**src/rtl/kwd_pkg.sv**
```systemverilog
package kwd_pkg;
  // Index of each asynchronous input inside the synchronizer word.
  localparam int unsigned KWD_KICK  = 0;
  localparam int unsigned KWD_FLOAT = 1;
  localparam int unsigned KWD_NSYNC = 2;

  // Clock cycles in a timeout of ms milliseconds at hz.
  function automatic int unsigned kwd_cycles(input int unsigned hz, input int unsigned ms);
    return (hz / 1000) * ms;
  endfunction
endpackage

```
**src/rtl/kwd_sync.sv**
```systemverilog
module kwd_sync #(
  parameter int unsigned WIDTH  = 2,
  parameter int unsigned STAGES = 2
) (
  input  logic             clk_i,
  input  logic [WIDTH-1:0] d_i,
  output logic [WIDTH-1:0] q_o
);
  logic [WIDTH-1:0] pipe [STAGES];

  always_ff @(posedge clk_i) pipe[0] <= d_i;

  for (genvar s = 1; s < STAGES; s++) begin : g_stage
    always_ff @(posedge clk_i) pipe[s] <= pipe[s-1];
  end

  assign q_o = pipe[STAGES-1];
endmodule

```
**src/rtl/kwd_edge.sv**
```systemverilog
module kwd_edge (
  input  logic clk_i,
  input  logic lvl_i,
  output logic edge_o
);
  logic lvl_q;

  always_ff @(posedge clk_i) lvl_q <= lvl_i;

  // Either direction of change counts.
  assign edge_o = lvl_i ^ lvl_q;
endmodule

```
**src/rtl/kwd_timer.sv**
```systemverilog
module kwd_timer #(
  parameter int unsigned LIMIT = 100,
  parameter int unsigned CNT_W = $clog2(LIMIT)
) (
  input  logic             clk_i,
  input  logic             clr_i,
  output logic [CNT_W-1:0] cnt_o,
  output logic             expired_o
);
  localparam logic [CNT_W-1:0] LAST = CNT_W'(LIMIT - 1);

  logic [CNT_W-1:0] cnt_q;
  logic             exp_q;

  always_ff @(posedge clk_i) begin
    if (clr_i) begin
      cnt_q <= '0;
      exp_q <= 1'b0;
    end else if (!exp_q) begin
      if (cnt_q == LAST) exp_q <= 1'b1;
      else               cnt_q <= cnt_q + 1'b1;
    end
  end

  assign cnt_o     = cnt_q;
  assign expired_o = exp_q;
endmodule

```
**src/rtl/kick_watchdog.sv**
```systemverilog
module kick_watchdog
  import kwd_pkg::*;
#(
  parameter int unsigned CLK_HZ      = 125_000_000,
  parameter int unsigned TIMEOUT_MS  = 1600,
  parameter int unsigned SYNC_STAGES = 2
) (
  input  logic clk_i,
  input  logic kick_i,
  input  logic kick_float_i,
  input  logic sys_reset_i,
  input  logic supply_ok_i,
  output logic wdog_n_o
);
  localparam int unsigned TIMEOUT_CYCLES = kwd_cycles(CLK_HZ, TIMEOUT_MS);
  localparam int unsigned CNT_W          = $clog2(TIMEOUT_CYCLES);

  logic [KWD_NSYNC-1:0] raw;
  logic [KWD_NSYNC-1:0] synced;
  logic                 kick_edge;
  logic                 float_s;
  logic                 timer_clr;
  logic [CNT_W-1:0]     cnt;
  logic                 expired;

  always_comb begin
    raw            = '0;
    raw[KWD_KICK]  = kick_i;
    raw[KWD_FLOAT] = kick_float_i;
  end

  kwd_sync #(.WIDTH(KWD_NSYNC), .STAGES(SYNC_STAGES)) u_sync (
    .clk_i (clk_i),
    .d_i   (raw),
    .q_o   (synced)
  );

  kwd_edge u_edge (
    .clk_i  (clk_i),
    .lvl_i  (synced[KWD_KICK]),
    .edge_o (kick_edge)
  );

  assign float_s   = synced[KWD_FLOAT];
  assign timer_clr = sys_reset_i | float_s | ~supply_ok_i | kick_edge;

  kwd_timer #(.LIMIT(TIMEOUT_CYCLES), .CNT_W(CNT_W)) u_timer (
    .clk_i     (clk_i),
    .clr_i     (timer_clr),
    .cnt_o     (cnt),
    .expired_o (expired)
  );

  // Low supply forces the output low with no clock delay.
  assign wdog_n_o = supply_ok_i & ~expired;
endmodule

```
**config.mk**
```make
export PLATFORM = sky130hd
export DESIGN_NAME = kick_watchdog
export DESIGN_NICKNAME = d
export VERILOG_FILES = /design/src/rtl/kwd_pkg.sv /design/src/rtl/kwd_sync.sv /design/src/rtl/kwd_edge.sv /design/src/rtl/kwd_timer.sv /design/src/rtl/kick_watchdog.sv
export SDC_FILE = /design/constraint.sdc
export NUM_CORES = 1
export LEC_CHECK = 0
export BUFFER_PORTS_ARGS = -buffer_cell sky130_fd_sc_hd__buf_2
export CORE_MARGIN = 4
export CORE_UTILIZATION = 60
export CTS_CLUSTER_SIZE = 16
export DETAILED_ROUTE_END_ITERATION = 10
export PLACE_DENSITY = 0.79
export SLEW_MARGIN = 15
export SYNTH_ARGS = -nofsm -noshare
export SYNTH_HDL_FRONTEND = slang
export SYNTH_SLANG_ARGS = --single-unit
```
**constraint.sdc**
```tcl
create_clock -name clk_i -period 5.25 [get_ports clk_i]
set_input_delay 0.525 -clock clk_i [delete_from_list [all_inputs] [get_ports clk_i]]
set_output_delay 0.525 -clock clk_i [all_outputs]
set_load 0.02 [all_outputs]
```
==> impl_metrics.csv, run 1 <==
group,metric,value,unit
yosys,synth.distinct_cells,40,
floorplanning,floorplan.die.width,59.38,µm
sta,setup_violations,0,
run,cap_viol_max_count,0,
clocking,cts_setup_buffers,0,
yosys,syn_area,1584,µm²
cells_and_area,finish.net_count,186,
sta,period_minus_slack,2.061,ns
sta,final_setup_slack_of_the_worst_path,3.189,ns
critical_path,critPathKind,"flop to flop",
floorplanning,core,2500,µm²
drt,route.vias.total,1269,
yosys,synth_top_area_cell,"sky130_fd_sc_hd__dfxtp_1",
yosys,synth_most_common_cell,"sky130_fd_sc_hd__dfxtp_1",
yosys,synthFlopType,"sky130_fd_sc_hd__dfxtp_1",
sta,worst_slew_margin_rel,49.97,%
yosys,synth.top_cells.by_area,"sky130_fd_sc_hd__dfxtp_1 43%, sky130_fd_sc_hd__xnor2_1 3.9%, sky130_fd_sc_hd__nand3_1 3.8%",
sta,max_freq,485.3,MHz
yosys,avgSynthCellArea,9.156,µm²
power_and_ir_drop,vdd_drop_max,0.2762,mV
sta,timing.final.max_slew_violations,0,
global_route,global_route_wire_length_before_repair,5237,µm
power_and_ir_drop,leakage,0.0005493,µW
hold_path,min-delay-path-class,"input pin to flop",
global_route,first_global_vias,1242,
sta,hold_violations,0,
place,dp_hpwl,2163,µm
place,dpl_worst_slack,3.227,ns
global_route,antenna_violations_before_repair,0,
yosys,post_synth_most_frequent_cells,"34 x sky130_fd_sc_hd__dfxtp_1, 13 x sky130_fd_sc_hd__nand2_1, 13 x sky130_fd_sc_hd__nor2_1",
drt,antenna_violating_nets_post_route,0,
clocking,insertion_delay,0.34,ns
yosys,synth_top_area_share,42.97,%
sta,setup_repair_after_global_routing_missed_its_margin,"false",
clocking,tritoncts.num_buffers,5,
sta,finalCritPeriodShare,39.25,%
drt,drc,0,
global_route,grt.overflow.total,0,
clocking,cts-root-buf,"sky130_fd_sc_hd__clkbuf_4",
clocking,clock_tree_from_tritoncts,"yes",
critical_path,setup.worst_path.end_class,"flop",
global_route,grt.total_usage,20.19,%
floorplanning,top_level_pins,6,
critical_path,cp-start-kind,"flop",
cells_and_area,finalCoreUtilization,67.12,%
global_route,pin_count_of_the_biggest_net_entering_global_routing,27,
drt,routedWlPerCell,14.19,µm
clocking,cts_resized,0,
critical_path,critical_path_arrival,2.29,ns
yosys,synth_cells,173,
sta,max_slew.worst_pin.slew,0.7505,ns
floorplanning,fp.dieArea,3526,µm²
yosys,seq_area_frac_synth,42.97,%
yosys,async_reset_ff_share,0,%
clocking,path_clk_slew,0.10,ns
place,buffer_ports.inserted,5,
floorplanning,floorplan.initialDensity,63.36,%
clocking,cts-root-to-sink-buffers,2,
sta,timing.clock.skew,0.008645,ns
critical_path,critPathMaxFanout,22,
yosys,synth-edff-count,0,
outcome,run_status,"completed",
cells_and_area,n_fill_cell,198,
cells_and_area,syn2layout_area_growth,5.924,%
clocking,cts_sinks,34,
clocking,htree_levels,2,
cells_and_area,antenna_cells_inserted,0,
critical_path,critical_path_required,5.48,ns
floorplanning,rows,18,
yosys,synth_seq_cells,34,
drt,drt_wl_total,2994,µm
yosys,synth.net_count,179,
sta,tns,0,ns
cells_and_area,share_of_final_layout_standard_cells_stronger_than_drive_strength_1,17.13,%
place,instance_area_after_placement,1600,µm²
yosys,synthesis.yosys.warnings,0,
place,global_placer_s_final_weighted_congestion,0.7478,
cells_and_area,ff_latch_area,680.7,µm²
cells_and_area,multi_input_area,834.6,µm²
power_and_ir_drop,power_density_cells,271.7,nW/µm²
drt,drtPass1Iterations,4,
drt,dr.first_iter.drc_count,25,
clocking,holdBufCountCts,0,
cells_and_area,area_of_all_placed_cells_without_fillers,1678,µm²
drt,drt-vias-per-instance,6.014,
floorplanning,vert_die_dim,59.38,µm
## metrics by stage
step | cells | total power [µW] | hold slack [ns]
after floorplan | 173 | 271.5 | 0.3096
after global placement | 203 | 274.4 | 0.3103
after detailed placement | 203 | 275.1 | 0.3310
after CTS | 211 | 460.4 | 0.2644
after global routing | 211 | 471.2 | 0.2556
final | 211 | 455.8 | 0.2791
## worst paths after layout
kind | slack [ns] | depth (start not counted) | from | endpoint
worst min register to register | 0.35 | 0 | u_sync.pipe[0][1] | u_sync.pipe[0][3]
worst max-delay path | 3.19 | 6 | u_timer.cnt_o[0] | u_timer.cnt_o[8]
worst max register to register | 3.19 | 6 | u_timer.cnt_o[0] | u_timer.cnt_o[8]
worst min-delay path | 0.28 | 1 | kick_float_i | u_sync.pipe[0][1]
## state kept, by name, summed over array words and instances (netlist names)
name,cells
u_edge.lvl_q,1
u_sync.pipe,4
u_timer.cnt_o,28
u_timer.expired_o,1
## critical path, stage by stage, from the launching register on
cell and delay [ns]:
sky130_fd_sc_hd__dfxtp_1 0.41, sky130_fd_sc_hd__ha_1 0.19, sky130_fd_sc_hd__and4_2 0.26, sky130_fd_sc_hd__nand4_1 0.15, sky130_fd_sc_hd__o31ai_4 0.64, sky130_fd_sc_hd__or3_2 0.25, sky130_fd_sc_hd__a21oi_2 0.05
## layout by cell type (no fill, tap or decap), types with 4 or more instances in the layout
master	synthesis	layout
sky130_fd_sc_hd__buf_2	0	5
sky130_fd_sc_hd__nand3_1	12	12
sky130_fd_sc_hd__o211ai_1	4	4
sky130_fd_sc_hd__and3_1	4	4
sky130_fd_sc_hd__or3_2	5	5
sky130_fd_sc_hd__a21oi_1	9	9
sky130_fd_sc_hd__inv_1	4	4
sky130_fd_sc_hd__o21ai_0	5	5
sky130_fd_sc_hd__or4_1	5	5
sky130_fd_sc_hd__nor2_1	13	13
sky130_fd_sc_hd__clkbuf_4	0	5
sky130_fd_sc_hd__nor3_1	7	7
sky130_fd_sc_hd__nand4_1	8	8
sky130_fd_sc_hd__xnor2_1	7	7
sky130_fd_sc_hd__dfxtp_1	34	34
sky130_fd_sc_hd__nand2_1	13	13
sky130_fd_sc_hd__xor2_1	5	5
## power by group
group	switching [µW]	internal, µW	leakage, µW
Combinational	4.74	2.98	0.000229
Clock	88.2	98.6	0.0000450
Sequential	1.16	260	0.000276
## cells by family (layout without fill, tap and decap cells)
| family | count (synthesis) | after routing | synth area share, % |
|---|---|---|---|
| AO/OA/AOI/OAI | 27 | 27 | 11.14 |
| buffers and inverters | 10 | 18 | 4.344 |
| adder cells (fa/ha/maj) | 1 | 1 | 0.7898 |
| XOR/XNOR | 12 | 12 | 6.635 |
| multiplexers | 1 | 1 | 0.6319 |
| flip-flops | 34 | 34 | 42.97 |
| AND/OR/NAND/NOR | 88 | 88 | 33.49 |
## layout make-up
| type | count | area share (%) |
|---|---|---|
| clock inverter | 3 | 2.386 |
| tap | 30 | 2.237 |
| inverter | 4 | 0.8949 |
| clock buffer | 5 | 2.237 |
| sequential | 34 | 40.57 |
| timing repair buffer | 6 | 1.939 |
| multi-input combinational | 129 | 49.74 |
## layer usage
metal  routed length, µm  global-route usage, %  vias up  share of wire (%)
met5                   0                      0        -                  0
met4                  56                  8.738        0                1.9
met3                 104                  5.229        6                3.5
met2                1492                  34.95       15                 50
met1                1341                  23.18      598                 45
li1                    -                      -      650                  -
No activity file was read; power rests on OpenSTA's default activity.
==> run 2, diff against run 1 <==
ABC_AREA = 1   (was not set)
PLACE_DENSITY = 0.78   (was 0.79)
clock period = 2 ns   (was 5.25 ns; I/O delays follow)
==> impl_metrics.csv, run 2 <==
group,metric,value,unit
outcome,run_status,"completed",
critical_path,critical_path.cell_chain,"ha_1, nand3_2, inv_2, nand2_4, nor2_4, nand2_4, nand2_4, buf_4, nand2_1, a21oi_2",
yosys,synth.distinct_cells,25,
hold_path,depth_of_the_worst_hold_timing_path,4,
yosys,synth.net_count,317,
place,buffer_ports.inserted,5,
yosys,largest_family_of_logic_cells_by_synthesized_area,"simple AND/OR/NAND/NOR gates",
sta,period_minus_slack,1.752,ns
power_and_ir_drop,switching_share,23.99,%
floorplanning,vert_die_dim,65.69,µm
yosys,async_reset_ff_share,0,%
critical_path,critPathKind,"flop to flop",
power_and_ir_drop,p_clk_share,38.0,%
clocking,cts_sinks,34,
cells_and_area,layout_common_cells,"101 x sky130_fd_sc_hd__nand2_1, 60 x sky130_fd_sc_hd__nor2_1, 34 x sky130_fd_sc_hd__dfxtp_1, 23 x sky130_fd_sc_hd__inv_1, 23 x sky130_fd_sc_hd__nand3_1",
floorplanning,rows,20,
critical_path,critical_path_arrival,2.04,ns
critical_path,cp.buffers_inverters,2,
sta,timing.final.max_slew_violations,0,
critical_path,timing.rr.start,"u_timer.cnt_o[0]",
critical_path,setup.worst_path.end_class,"flop",
yosys,synthesis.yosys.warnings,0,
yosys,synthFlopType,"sky130_fd_sc_hd__dfxtp_1",
yosys,synth-edff-count,0,
critical_path,setup.reg_to_reg.worst_slack,0.25,ns
cells_and_area,share_of_final_layout_standard_cells_stronger_than_drive_strength_1,9.877,%
yosys,avgSynthCellArea,6.421,µm²
drt,drt-vias-per-instance,5.261,
hold_path,hold_path_startpoint,"supply_ok_i",
critical_path,cp-start-kind,"flop",
hold_path,hold_end,"u_timer.cnt_o[17]",
clocking,cts-root-to-sink-buffers,2,
sta,setup_violations,0,
global_route,global_route_wire_length_before_repair,7928,µm
place,global_placer_s_final_weighted_congestion,0.8889,
critical_path,path_common_cell,"sky130_fd_sc_hd__nand2_4",
clocking,cts_resized,0,
power_and_ir_drop,vdd_drop_max,0.4837,mV
global_route,grt.total_usage,23.71,%
power_and_ir_drop,switchingPower,274.3,µW
clocking,clock_tree_from_tritoncts,"yes",
floorplanning,floorplan.initialDensity,63.84,%
sta,tns,0,ns
floorplanning,top_level_pins,6,
sta,max_freq,570.7,MHz
clocking,path_clk_slew,0.12,ns
yosys,synth_most_common_cell,"sky130_fd_sc_hd__nand2_1",
sta,setup_repair_after_global_routing_missed_its_margin,"false",
power_and_ir_drop,p_int,869.0,µW
critical_path,critPathMaxFanout,18,
yosys,syn_area,1997,µm²
drt,antenna_violating_nets_post_route,0,
yosys,synth.top_cells.by_area,"sky130_fd_sc_hd__dfxtp_1 34%, sky130_fd_sc_hd__nand2_1 19%, sky130_fd_sc_hd__nor2_1 11%",
cells_and_area,finish.net_count,329,
clocking,tritoncts.num_buffers,5,
yosys,seq_area_frac_synth,34.09,%
floorplanning,core,3128,µm²
drt,routedWlPerCell,11.99,µm
power_and_ir_drop,leakage,0.0007422,µW
yosys,post_synth_mux_area_share,0,%
critical_path,timing.critical_path.slowest_stage_cell,"sky130_fd_sc_hd__dfxtp_1",
yosys,synth_cells,311,
hold_path,min-delay-path-class,"input pin to flop",
sta,finalCritPeriodShare,87.61,%
critical_path,worst_path_largest_cell_delay,0.39,ns
sta,timing.clock.skew,0.01385,ns
drt,drc,0,
global_route,first_global_vias,1745,
floorplanning,fp.dieArea,4315,µm²
power_and_ir_drop,power_density_cells,532.2,nW/µm²
clocking,holdBufCountCts,2,
critical_path,path_delay_family,"simple AND/OR/NAND/NOR gates",
critical_path,r2r-end,"u_timer.cnt_o[9]",
sta,max_slew.worst_pin.slew,0.3269,ns
critical_path,r2r_cells,10,
clocking,insertion_delay,0.35,ns
yosys,synth_seq_cells,34,
global_route,antenna_violations_before_repair,0,
power_and_ir_drop,power.combinational.fraction,2.1,%
clocking,cts_setup_buffers,0,
drt,drt_wl_total,4412,µm
global_route,pin_count_of_the_biggest_net_entering_global_routing,19,
sta,worst_slew_margin_rel,78.12,%
yosys,synth_top_area_share,34.09,%
yosys,synth_top_area_cell,"sky130_fd_sc_hd__dfxtp_1",
cells_and_area,syn2layout_area_growth,7.581,%
drt,dr.first_iter.drc_count,205,
cells_and_area,layout.cells.most_common,"sky130_fd_sc_hd__nand2_1",
yosys,synth_adder_area_share,0.6266,%
floorplanning,floorplan.die.width,65.69,µm
run,cap_viol_max_count,0,
critical_path,critical_path_required,2.29,ns
cells_and_area,largest_reg_flops,28,
sta,hold_ws,0.2961,ns
yosys,post_synth_most_frequent_cells,"101 x sky130_fd_sc_hd__nand2_1, 60 x sky130_fd_sc_hd__nor2_1, 34 x sky130_fd_sc_hd__dfxtp_1",
place,dp_hpwl,3271,µm
clocking,htree_levels,2,
drt,route.vias.total,1936,
power_and_ir_drop,share_seq_of_total_power,59.9,%
drt,drtPass1Iterations,4,
yosys,synth_xor_area_share,6.579,%
yosys,synth_simple_gate_area_share,44.67,%
sta,hold_violations,0,
clocking,cts-root-buf,"sky130_fd_sc_hd__clkbuf_4",
global_route,grt.overflow.total,0,
yosys,area_fraction_in_compound_gates_after_synthesis,6.454,%
cells_and_area,antenna_cells_inserted,0,
[run 2: cell families (layout without fill, tap and decap cells)]
| kind of cell | after synthesis | after routing |
|---|---|---|
| XOR/XNOR | 15 | 15 |
| AO/OA/AOI/OAI | 22 | 22 |
| adder cells (fa/ha/maj) | 1 | 1 |
| flip-flops | 34 | 34 |
| AND/OR/NAND/NOR | 206 | 206 |
| buffers and inverters | 33 | 46 |
[run 2: power groups by stage]
stage | clock network [µW] | logic [µW] | registers, µW
after global routing | 476 | 26.2 | 687
after floorplan | 0 | 11.4 | 700
final | 434 | 23.5 | 685
after CTS | 438 | 23.5 | 686
after detailed placement | 0 | 20.5 | 701
after global placement | 0 | 20.3 | 701
[run 2: worst max-delay path by stage]
stage	startpoint	end	slack [ns]	depth (start not counted)
3_5_place_dp	u_timer.cnt_o[1]	u_timer.cnt_o[16]	0.26	10
6_report	u_timer.cnt_o[0]	u_timer.cnt_o[9]	0.25	10
2_1_floorplan	u_timer.cnt_o[0]	u_timer.cnt_o[10]	0.42	11
3_3_place_gp	u_timer.cnt_o[1]	u_timer.cnt_o[8]	0.33	10
4_1_cts	u_timer.cnt_o[1]	u_timer.cnt_o[9]	0.23	10
5_1_grt	u_timer.cnt_o[0]	u_timer.cnt_o[12]	0.06	10
[run 2: layout make-up]
cell class | count | area, µm²
timing repair buffer | 12 | 82.58
inverter | 26 | 97.59
sequential | 34 | 680.7
fill | 283 | 979.7
multi-input combinational | 244 | 1165
clock inverter | 2 | 16.27
clock buffer | 6 | 51.30
tap | 44 | 55.05
[run 2: worst reg2reg max path: stages (launching register included)]
cell                      delay, ns
sky130_fd_sc_hd__dfxtp_1       0.39
sky130_fd_sc_hd__ha_1          0.24
sky130_fd_sc_hd__nand3_2       0.13
sky130_fd_sc_hd__inv_2         0.11
sky130_fd_sc_hd__nand2_4       0.07
sky130_fd_sc_hd__nor2_4        0.12
sky130_fd_sc_hd__nand2_4       0.06
sky130_fd_sc_hd__nand2_4       0.11
sky130_fd_sc_hd__buf_4         0.24
sky130_fd_sc_hd__nand2_1       0.09
sky130_fd_sc_hd__a21oi_2       0.12
[run 2: metrics by stage]
stage | cell area (µm²) | setup slack (ns) | utilization [%] | cells | power [µW]
after floorplan | 1997 | 0.4193 | - | 311 | 711.7
after global placement | 2061 | 0.3307 | 65.88 | 358 | 720.9
after detailed placement | 2061 | 0.2624 | 65.88 | 358 | 721.4
after CTS | 2148 | 0.2337 | 68.68 | 368 | 1147
after global routing | 2148 | 0.06223 | 68.68 | 368 | 1189
final | 2148 | 0.2479 | 68.68 | 368 | 1143
[run 2: per-layer routing]
metal  vias to the layer above  routed length, µm  track usage [%]
met4                         0                 70            7.513
met2                        46               1955            36.05
li1                       1009                  -                -
met3                         9                232            5.128
met5                         -                  0                0
met1                       872               2154            33.16
